[src/rtl/rfs_pkg.sv]
package rfs_pkg;

  typedef enum logic [1:0] {
    SYNC_ONE_BIT      = 2'd0,
    SYNC_WORD_ALIGNED = 2'd1,
    SYNC_WORD_EARLY   = 2'd2
  } sync_style_e;

  // the early option only applies to a word-long sync
  function automatic sync_style_e style_of(input logic one_bit, input logic early);
    if (one_bit) return SYNC_ONE_BIT;
    if (early)   return SYNC_WORD_EARLY;
    return SYNC_WORD_ALIGNED;
  endfunction

endpackage

[src/rtl/rfs_sync_detect.sv]
module rfs_sync_detect
  import rfs_pkg::*;
(
  input  logic        clk,
  input  logic        rx_clr,
  input  logic        fs_in,
  input  sync_style_e style,
  output logic        start
);

  logic fs_prev;
  logic rise_q;
  logic rise;

  assign rise = fs_in & ~fs_prev;

  // fs_prev tracks even in reset so a sync already high at release is no edge
  always_ff @(posedge clk) begin
    fs_prev <= fs_in;
    if (rx_clr) rise_q <= 1'b0;
    else        rise_q <= rise;
  end

  // early sync leads slot 0 by one bit: delay the edge to land on bit 0
  assign start = !rx_clr && ((style == SYNC_WORD_EARLY) ? rise_q : rise);

endmodule

[src/rtl/rfs_frame_seq.sv]
module rfs_frame_seq
  import rfs_pkg::*;
#(
  parameter int SLOTS    = 4,
  parameter int MAX_BITS = 32,
  localparam int SW = $clog2(SLOTS),
  localparam int BW = $clog2(MAX_BITS),
  localparam int LW = $clog2(MAX_BITS + 1)
) (
  input  logic          clk,
  input  logic          rx_clr,
  input  logic          master,
  input  sync_style_e   style,
  input  logic [LW-1:0] word_len,
  input  logic [LW-1:0] slot_len,
  input  logic          start,
  output logic [SW-1:0] cur_slot,
  output logic [BW-1:0] cur_bit,
  output logic          cap_on,
  output logic          frame_err,
  output logic          fs_out
);

  localparam logic [SW-1:0] LAST = SW'(SLOTS - 1);

  logic [SW-1:0] pos_slot, nxt_slot, fol_slot;
  logic [BW-1:0] pos_bit, nxt_bit, fol_bit;
  logic [LW-1:0] bit_end;
  logic resync, armed, cap_q, err_q, fs_q, fs_next, frame_head, begin_ok;

  assign bit_end = slot_len - LW'(1);

  always_comb begin
    // position following the previous cycle
    if (LW'(pos_bit) >= bit_end) begin
      nxt_bit  = '0;
      nxt_slot = (pos_slot == LAST) ? '0 : pos_slot + 1'b1;
    end else begin
      nxt_bit  = pos_bit + 1'b1;
      nxt_slot = pos_slot;
    end
    resync   = start && !master;
    cur_slot = resync ? '0 : nxt_slot;
    cur_bit  = resync ? '0 : nxt_bit;
    // one position ahead, so the generated sync can be registered
    if (LW'(cur_bit) >= bit_end) begin
      fol_bit  = '0;
      fol_slot = (cur_slot == LAST) ? '0 : cur_slot + 1'b1;
    end else begin
      fol_bit  = cur_bit + 1'b1;
      fol_slot = cur_slot;
    end
    case (style)
      SYNC_ONE_BIT:    fs_next = (fol_slot == '0) && (fol_bit == '0);
      SYNC_WORD_EARLY: fs_next = ((fol_slot == '0) && (LW'(fol_bit) + LW'(1) < word_len)) ||
                                 ((fol_slot == LAST) && (LW'(fol_bit) == bit_end));
      default:         fs_next = (fol_slot == '0) && (LW'(fol_bit) < word_len);
    endcase
    frame_head = (cur_slot == '0) && (cur_bit == '0);
    begin_ok   = frame_head && (master ? armed : start);
    cap_on     = cap_q || begin_ok;
  end

  always_ff @(posedge clk) begin
    if (rx_clr) begin
      pos_slot <= LAST;
      pos_bit  <= BW'(bit_end);
      armed    <= 1'b0;
      cap_q    <= 1'b0;
      err_q    <= 1'b0;
      fs_q     <= 1'b0;
    end else begin
      pos_slot <= cur_slot;
      pos_bit  <= cur_bit;
      if (cur_slot == LAST) armed <= 1'b1;
      if (begin_ok) cap_q <= 1'b1;
      if (resync && cap_q && !((nxt_slot == '0) && (nxt_bit == '0))) err_q <= 1'b1;
      fs_q <= master && (armed || (cur_slot == LAST)) && fs_next;
    end
  end

  assign frame_err = err_q;
  assign fs_out    = fs_q;

endmodule

[src/rtl/rfs_shift_capture.sv]
module rfs_shift_capture #(
  parameter int SLOTS    = 4,
  parameter int MAX_BITS = 32,
  localparam int SW = $clog2(SLOTS),
  localparam int BW = $clog2(MAX_BITS),
  localparam int LW = $clog2(MAX_BITS + 1)
) (
  input  logic                clk,
  input  logic                rx_clr,
  input  logic                cap_on,
  input  logic [SW-1:0]       cur_slot,
  input  logic [BW-1:0]       cur_bit,
  input  logic [LW-1:0]       word_len,
  input  logic                sdi,
  output logic [MAX_BITS-1:0] word_data,
  output logic                word_valid,
  output logic [SW-1:0]       word_slot
);

  logic [MAX_BITS-1:0] sh_q, sh_next;
  logic in_word, last_bit;

  always_comb begin
    in_word  = cap_on && (LW'(cur_bit) < word_len);
    last_bit = in_word && (LW'(cur_bit) == word_len - LW'(1));
    if (cur_bit == '0) sh_next = {{(MAX_BITS-1){1'b0}}, sdi};
    else               sh_next = {sh_q[MAX_BITS-2:0], sdi};
  end

  always_ff @(posedge clk) begin
    if (rx_clr) begin
      sh_q       <= '0;
      word_data  <= '0;
      word_valid <= 1'b0;
      word_slot  <= '0;
    end else begin
      word_valid <= last_bit;
      if (in_word) sh_q <= sh_next;
      if (last_bit) begin
        word_data <= sh_next;
        word_slot <= cur_slot;
      end
    end
  end

endmodule

[src/rtl/rfs_rx_front.sv]
module rfs_rx_front
  import rfs_pkg::*;
#(
  parameter int SLOTS    = 4,
  parameter int MAX_BITS = 32,
  localparam int SW = $clog2(SLOTS),
  localparam int BW = $clog2(MAX_BITS),
  localparam int LW = $clog2(MAX_BITS + 1)
) (
  input  logic                clk,
  input  logic                rst,
  input  logic                soft_rst,
  input  logic                master,
  input  logic                fs_one_bit,
  input  logic                fs_early,
  input  logic [LW-1:0]       word_len,
  input  logic [LW-1:0]       slot_len,
  input  logic                sdi,
  input  logic                fs_in,
  output logic                fs_out,
  output logic [MAX_BITS-1:0] word_data,
  output logic                word_valid,
  output logic [SW-1:0]       word_slot,
  output logic                frame_err
);

  logic          rx_clr;
  sync_style_e   style;
  logic          start;
  logic [SW-1:0] cur_slot;
  logic [BW-1:0] cur_bit;
  logic          cap_on;

  assign rx_clr = rst | soft_rst;
  assign style  = style_of(fs_one_bit, fs_early);

  rfs_sync_detect u_detect (
    .clk(clk), .rx_clr(rx_clr), .fs_in(fs_in), .style(style), .start(start)
  );

  rfs_frame_seq #(.SLOTS(SLOTS), .MAX_BITS(MAX_BITS)) u_seq (
    .clk(clk), .rx_clr(rx_clr), .master(master), .style(style),
    .word_len(word_len), .slot_len(slot_len), .start(start),
    .cur_slot(cur_slot), .cur_bit(cur_bit), .cap_on(cap_on),
    .frame_err(frame_err), .fs_out(fs_out)
  );

  rfs_shift_capture #(.SLOTS(SLOTS), .MAX_BITS(MAX_BITS)) u_cap (
    .clk(clk), .rx_clr(rx_clr), .cap_on(cap_on), .cur_slot(cur_slot),
    .cur_bit(cur_bit), .word_len(word_len), .sdi(sdi),
    .word_data(word_data), .word_valid(word_valid), .word_slot(word_slot)
  );

endmodule

[config.mk]
export PLATFORM = sky130hd
export DESIGN_NAME = rfs_rx_front
export DESIGN_NICKNAME = d
export VERILOG_FILES = /design/src/rtl/rfs_pkg.sv /design/src/rtl/rfs_sync_detect.sv /design/src/rtl/rfs_frame_seq.sv /design/src/rtl/rfs_shift_capture.sv /design/src/rtl/rfs_rx_front.sv
export SDC_FILE = /design/constraint.sdc
export NUM_CORES = 1
export LEC_CHECK = 0
export ABC_CLOCK_PERIOD_IN_PS = 13310
export CAP_MARGIN = 25
export CORE_UTILIZATION = 30
export DETAILED_ROUTE_END_ITERATION = 7
export DONT_BUFFER_PORTS = 1
export SLEW_MARGIN = 20
export SYNTH_ARGS = -nofsm -noshare
export SYNTH_HDL_FRONTEND = slang
export SYNTH_SLANG_ARGS = --single-unit
export TNS_END_PERCENT = 100
[constraint.sdc]
create_clock -name clk -period 13.31 [get_ports clk]
set_clock_uncertainty 0.05 [all_clocks]
set_input_delay 0 -clock clk [delete_from_list [all_inputs] [get_ports clk]]
set_output_delay 0 -clock clk [all_outputs]
set_load 0.03 [all_outputs]
# After elaboration in Yosys (flattened, before gate mapping)
# Index checks and enable logic that the tools add are counted.
totals:
  regBits: 79
  in_bits: 20
  output_inout_bits: 37
  word_cells: 81
classes:
  add_sub_neg: 7
  order_cmp: 5
  n_eq_ne: 6
  muxes: 20
  bitwise_logic: 3
  reduce_logical: 28
ops:
  columns: ["op", "n"]
  rows:
  - ["$mux 32", 1]
  - ["$mux 5", 4]
  - ["$mux 2", 9]
  - ["$logic_and 1x1->1", 15]
  - ["$logic_not 5->1", 3]
  - ["$eq 5x6->1", 2]
  - ["$ge 5x6->1", 2]
  - ["$lt 5x6->1", 2]
  - ["$sub 6x1->6 const B", 2]
  - ["$add 5x1->5 const B", 2]
  - ["$eq 2x2->1 const B", 4]
  - ["$logic_not 2->1", 4]
  - ["$add 5x1->6 const B", 1]
  - ["$lt 6x6->1", 1]
  - ["$mux 1", 5]
  - ["$add 2x1->2 const B", 2]
  - ["$logic_not 1->1", 3]
  - ["$logic_or 1x1->1", 3]
  - ["$pmux 1 s2", 1]
  - ["$and 1x1->1", 1]
  - ["$not 1->1", 1]
  - ["$or 1x1->1", 1]

# Logic depth before layout (Yosys ltp)
logic_depth:
  word_depth: 17
  mapped_depth: 28

# Modules after synthesis
# From an unflattened synthesis, not the netlist that was laid out.
unflattened:
  hier_cells: 540
  area_unflattened_um2: 4710.8
by_module_without_submodules:
  columns: ["mod", "instances", "cells_per_inst", "area_per_inst_um2", "seq_area_each_um2"]
  rows:
  - ["rfs_shift_capture", 1, 327, 3075.4, 1321.3]
  - ["rfs_frame_seq", 1, 203, 1546.5, 220.2]
  - ["rfs_sync_detect", 1, 7, 72.6, 40.0]
  - ["rfs_rx_front", 1, 3, 16.3, 0.0]

# Least setup slack after synthesis
# OpenSTA, ideal clock, no wires.
synth_timing:
  path_kind: "input -> register"
  from: "in slot_len[0]"
  to: "reg u_seq.fs_q (netlist: u_seq.fs_out)"
  setup_ps: 60
  arrival_ps: 4926
  required_time_ps: 13200
  path_slack_ps: 8274
  cell_stages: 28
  n_path_buf: 3
  cell_sequence: "inv_1 > ha_1 > xnor2_1 > ha_1 > a21oi_1 > o21ai_0 > o21a_1 > o221ai_4 > buf_6 > nand2_1 > ha_1 > nand2b_1 > a21o_1 > a21oi_1 > nand2_1 > a311o_1 > buf_6 > and2_4 > buf_6 > nand2b_1 > nor2_1 > xor2_1 > ha_1 > nor2b_1 > o21ai_0 > nand2b_1 > a2111oi_1 > o32a_1"
synth_between:
  elab_chain_len: 12
synth_rtl:
  columns: ["item", "line_no", "rtl"]
  rows:
  - ["start: declaration", "rfs_rx_front.sv:17", "input logic [LW-1:0] slot_len,"]
  - ["$sub 6x1->6 (*)", "rfs_frame_seq.sv:31", "assign bit_end = slot_len - LW'(1);"]
  - ["$ge 5x6->1", "rfs_frame_seq.sv:35", "if (LW'(pos_bit) >= bit_end) begin"]
  - ["$mux 5 / $mux 2 (equally long branches)", "rfs_frame_seq.sv:35", null]
  - ["$mux 5 / $mux 2 (equally long branches)", "rfs_frame_seq.sv:44, rfs_frame_seq.sv:43", null]
  - ["$add 5x1->5 (tied with other cells)", "rfs_frame_seq.sv:50", "fol_bit = cur_bit + 1'b1;"]
  - ["$mux 5 / $mux 2 (equally long branches)", "rfs_frame_seq.sv:46, rfs_frame_seq.sv:48", null]
  - ["$add 5x1->6 / $mux 2 (equally long branches)", "rfs_frame_seq.sv:55, rfs_frame_seq.sv:46", null]
  - ["$lt 6x6->1 (tied with other cells)", "rfs_frame_seq.sv:55", "SYNC_WORD_EARLY: fs_next = ((fol_slot == '0) && (LW'(fol_bit) + LW'(1) < word_len)) ||"]
  - ["$logic_and 1x1->1 (on tied branches)", "rfs_frame_seq.sv:55, rfs_frame_seq.sv:56", null]
  - ["$logic_or 1x1->1", "rfs_frame_seq.sv:55", null]
  - ["$pmux 1 s2", "rfs_frame_seq.sv:53", "case (style)"]
  - ["$logic_and 1x1->1 (*)", "rfs_frame_seq.sv:78", "fs_q <= master && (armed || (cur_slot == LAST)) && fs_next;"]
  - ["end signal: assignment", "rfs_frame_seq.sv:78", null]
  - ["end: declaration", "rfs_frame_seq.sv:29", "logic resync, armed, cap_q, err_q, fs_q, fs_next, frame_head, begin_ok;"]
# Every way passes the cells marked *; elsewhere a longest branch is shown, timed or not.
# A chain may end at the register's enable or synchronous reset.

# Worst setup path in the final report
layout_timing:
  from: "in slot_len[2]"
  to: "reg u_seq.fs_q (netlist: u_seq.fs_out)"
# The elaborated chain is that of the path after synthesis.

==> results by group <==
Outcome
  – Status: finished with violations
  – Failing checks: design-rule violations

Synth
  – Area of the mapped netlist: around 4500 sq um
  – Sequential-to-total area share from yosys stat: between 30% and 40%
  – Unique masters post-synth: just over 60
  – Register bit total from synthesis: 79
  – Synth Warn #: 0
  – Asr flop ratio synth: 0%
  – Area leader, netlist: dfxtp_1
  – Post-Synthesis Cells: 560
  – Post-synth net total: 608
  – Synth top area cells: dfxtp_1, mux2i_1, nand3_1
  – Share of the synthesized area in the top cell type: 34.9%
  – Synthesized area per cell: 8.08 sq um
  – Number of synthesized flops with an enable pin: 0
  – Main synth FF type: dfxtp_1

Drt
  – Pre-antenna DRT Iters: 7
  – Drt total wl: 11300 microns
  – Total number of vias: 3895
  – DRC: 10
  – 1st-iter DRT viols: 329
  – ANT nets after route: 0
  – Drt wl/cell: 15.4 microns
  – Vias per cell: 5.28

Worst setup path
  – Reg-to-reg critical path startpoint: u_seq.pos_bit[2]
  – Crit end category: register
  – Worst Path Arrival: between 6 and 7 ns
  – R2R cell count: 23
  – Critical path class: in -> reg
  – Reg-to-reg slack, setup: 7.02 ns
  – Crit Path Max Fanout: 21
  – Critical path startpoint category: input pin
  – CP startpoint: slot_len[2]
  – Required @ worst endpoint: around 14 ns
  – Worst flop-to-flop path endpoint: u_seq.fs_out

Die
  – Initial cell density of the core: 30.9%
  – Num rows: 44
  – DIE WIDTH: 125 microns
  – Chip Height: approximately 120 microns
  – IO Pins: between 50 and 60
  – Die ar.: 15600 sq um
  – Core Area: about 15000 sq um

Layout
  – Sequential cell area: 1580 sq um
  – Final Util: between 30 and 40%
  – Area of the multi-input gates: 2690 sq um
  – Layout area overhead: 11.3%
  – Share of layout cells above drive strength 1: 6.51%
  – Ant diodes: 0
  – Final-layout fill cell count: 1521
  – # nets final: 596

Timing
  – Final Hold Fails: 0
  – Pins Over Slew Limit: 0
  – Rel. slew slack: 45.4%
  – Sum Neg Setup Slack: 0 ns
  – Final Critical Period: 6.42 ns
  – Final period util: 48.2%
  – Final Setup Violations: 0
  – Max Clk Rate: 156 MHz
  – RSZ-0062 raised after global routing: false
  – Worst slew pin tran: 0.818 ns

Clock network
  – CTS tree: built
  – Max clock buf depth: 2
  – CTS clock-pin slew for the worst setup and hold paths: 0.07 ns
  – CTS Root Cell: clkbuf_16
  – Inserted Clock Buffers: 9
  – Clk_lat worst skew: 0.33 ns
  – Post-CTS Setup Inserts: 0
  – CTS Sinks: between 70 and 80
  – H-tree depth: 3
  – Post-cts resize count: 0
  – Cts hold-fix bufs: 11

Worst hold path
  – Hold Path Class: in -> reg
  – Hold Path End: u_seq.pos_bit[1]
  – Hold path cells: 3
  – HP Start: slot_len[1]

Run
  – Max-cap violations: 0

Placed design
  – Port Buf Inserts: 0
  – Placed wire-length estimate: 7990 microns
  – GPL Wtd Cong: 0.849

Global routing
  – Global-route wire length before repair: 19200 microns
  – Gr ovfl total: 0
  – Tot GR Track Use: 15.3%
  – Largest net degree at the start of global routing: 62
  – Antenna violations before repair: 0
  – Vias in the first global route: roughly 3800

Power and ir drop
  – Static leakage: 0.00203 uW
  – Max VDD drop: 0.0000717 V
  – Power Density: 138 nW/um^2
critical path, stage by stage:
cell           delay (ns)
dlygate4sd3_1        0.56
xnor2_1              0.37
ha_1                 0.33
a21oi_1              0.14
o21ai_0              0.15
o21a_1               0.25
o221ai_4             0.54
nand2_1              0.35
ha_1                 0.36
nand2b_1             0.14
a21o_1               0.18
a21oi_1              0.21
nand2_1              0.13
a311o_1              0.50
and2_4               0.23
nand2b_1             0.18
nor2_1               0.18
xor2_1               0.17
ha_1                 0.26
nor2b_1              0.13
o21ai_0              0.13
nand2b_1             0.08
a2111oi_1            0.32
o32a_1               0.21
dlygate4sd3_1        0.53
report_power, final:
| part | leakage, uW | internal [uW] | total, uW | switching (uW) |
|---|---|---|---|---|
| logic | 0.00124 | 73.6 | 198 | 125 |
| registers | 0.000639 | 240 | 244 | 4.65 |
| clock network | 0.000154 | 152 | 253 | 101 |
kinds of logic after synthesis:
group / count (synthesis) / synth area share [%]
multiplexers: 39 / 8.68
buffers and inverters: 55 / 6.11
AND/OR/NAND/NOR: 248 / 25.5
XOR/XNOR: 13 / 2.52
adder cells (fa/ha/maj): 29 / 7.96
flip-flops: 79 / 34.9
AO/OA/AOI/OAI: 97 / 14.3
layout by cell type, fill, tap and decap left out, drive strengths merged, types with 3 or more instances in the layout:
master	Yosys	routed
nand2	93	93
dfxtp	79	79
nand3	71	71
a21oi	45	45
mux2i	37	37
nor2	37	37
ha	28	28
inv	16	17
dlygate4sd3	0	11
clkbuf	27	10
o21ai	9	9
a31oi	8	8
xnor2	7	7
or3	6	6
xor2	6	6
nor2b	5	5
a21o	5	5
nand2b	5	5
nor3	5	5
and2	5	5
buf	12	5
and3	4	4
nor4	4	4
a2111oi	4	4
clkinv	0	4
or2	3	3
nand4	3	3
a211oi	3	3
sequential cells by signal, summed over array words and instances, names as in the netlist:
| name | flops |
|---|---|
| u_detect.rise_q | 1 |
| u_seq.frame_err | 1 |
| u_cap.sh_q | 31 |
| u_seq.cap_q | 1 |
| u_seq.pos_bit | 5 |
| u_cap.word_slot | 2 |
| u_seq.armed | 1 |
| u_seq.fs_out | 1 |
| u_seq.pos_slot | 2 |
| u_cap.word_data | 32 |
| u_cap.word_valid | 1 |
| u_detect.fs_prev | 1 |
stage by stage:
step	std cells	setup WS (ns)	area, sq um	hold WS (ns)	total power, uW
floorplan	560	8.27	4530	-0.0223	406
global placement	708	7.51	4590	-0.0220	442
detailed placement	708	7.46	4590	-0.0220	442
CTS	735	6.97	5000	0.0311	700
global route	737	6.37	5040	0.0671	741
finish	737	6.89	5040	0.0319	695
layer usage:
| layer | track usage (%) | wire (microns) |
|---|---|---|
| met1 | 18.8 | 5200 |
| met2 | 25.7 | 5330 |
| met3 | 3.57 | 584 |
| met4 | 5.81 | 223 |
| met5 | 0 | 0 |
area by class of cell:
type                            count  area share, %
Clock buffer                       10           4.74
Clock inverter                      6           1.37
Inverter                           16           1.19
Multi-Input combinational cell    426           53.4
Sequential cell                    79           31.4
Tap cell                          184           4.57
Timing Repair Buffer               16           3.33
synthesized netlist by cell type (2+ instances only):
| library cell | instances |
|---|---|
| nand2_1 | 92 |
| dfxtp_1 | 79 |
| nand3_1 | 71 |
| a21oi_1 | 45 |
| mux2i_1 | 37 |
| nor2_1 | 37 |
| ha_1 | 28 |
| clkbuf_1 | 27 |
| inv_1 | 16 |
| buf_6 | 9 |
| a31oi_1 | 8 |
| o21ai_0 | 7 |
| xnor2_1 | 7 |
| or3_1 | 6 |
| xor2_1 | 6 |
| a21o_1 | 5 |
| nand2b_1 | 5 |
| nor2b_1 | 5 |
| nor3_1 | 5 |
| and2_1 | 4 |
| and3_1 | 4 |
| nor4_1 | 4 |
| a2111oi_0 | 3 |
| a211oi_1 | 3 |
| nand4_1 | 3 |
| or2_2 | 3 |
| and4_1 | 2 |
| buf_2 | 2 |
| nor3b_1 | 2 |
| o21ai_1 | 2 |
| o22ai_1 | 2 |
| o31ai_1 | 2 |
worst max path at each step:
stage | endpoint | slack, ns
2_1_floorplan | u_seq.fs_out | 8.27
3_3_place_gp | u_seq.fs_out | 7.51
3_5_place_dp | u_seq.fs_out | 7.46
4_1_cts | u_seq.fs_out | 6.97
5_1_grt | u_seq.fs_out | 6.37
6_report | u_seq.fs_out | 6.89
Power figures use the tool's default switching activity.
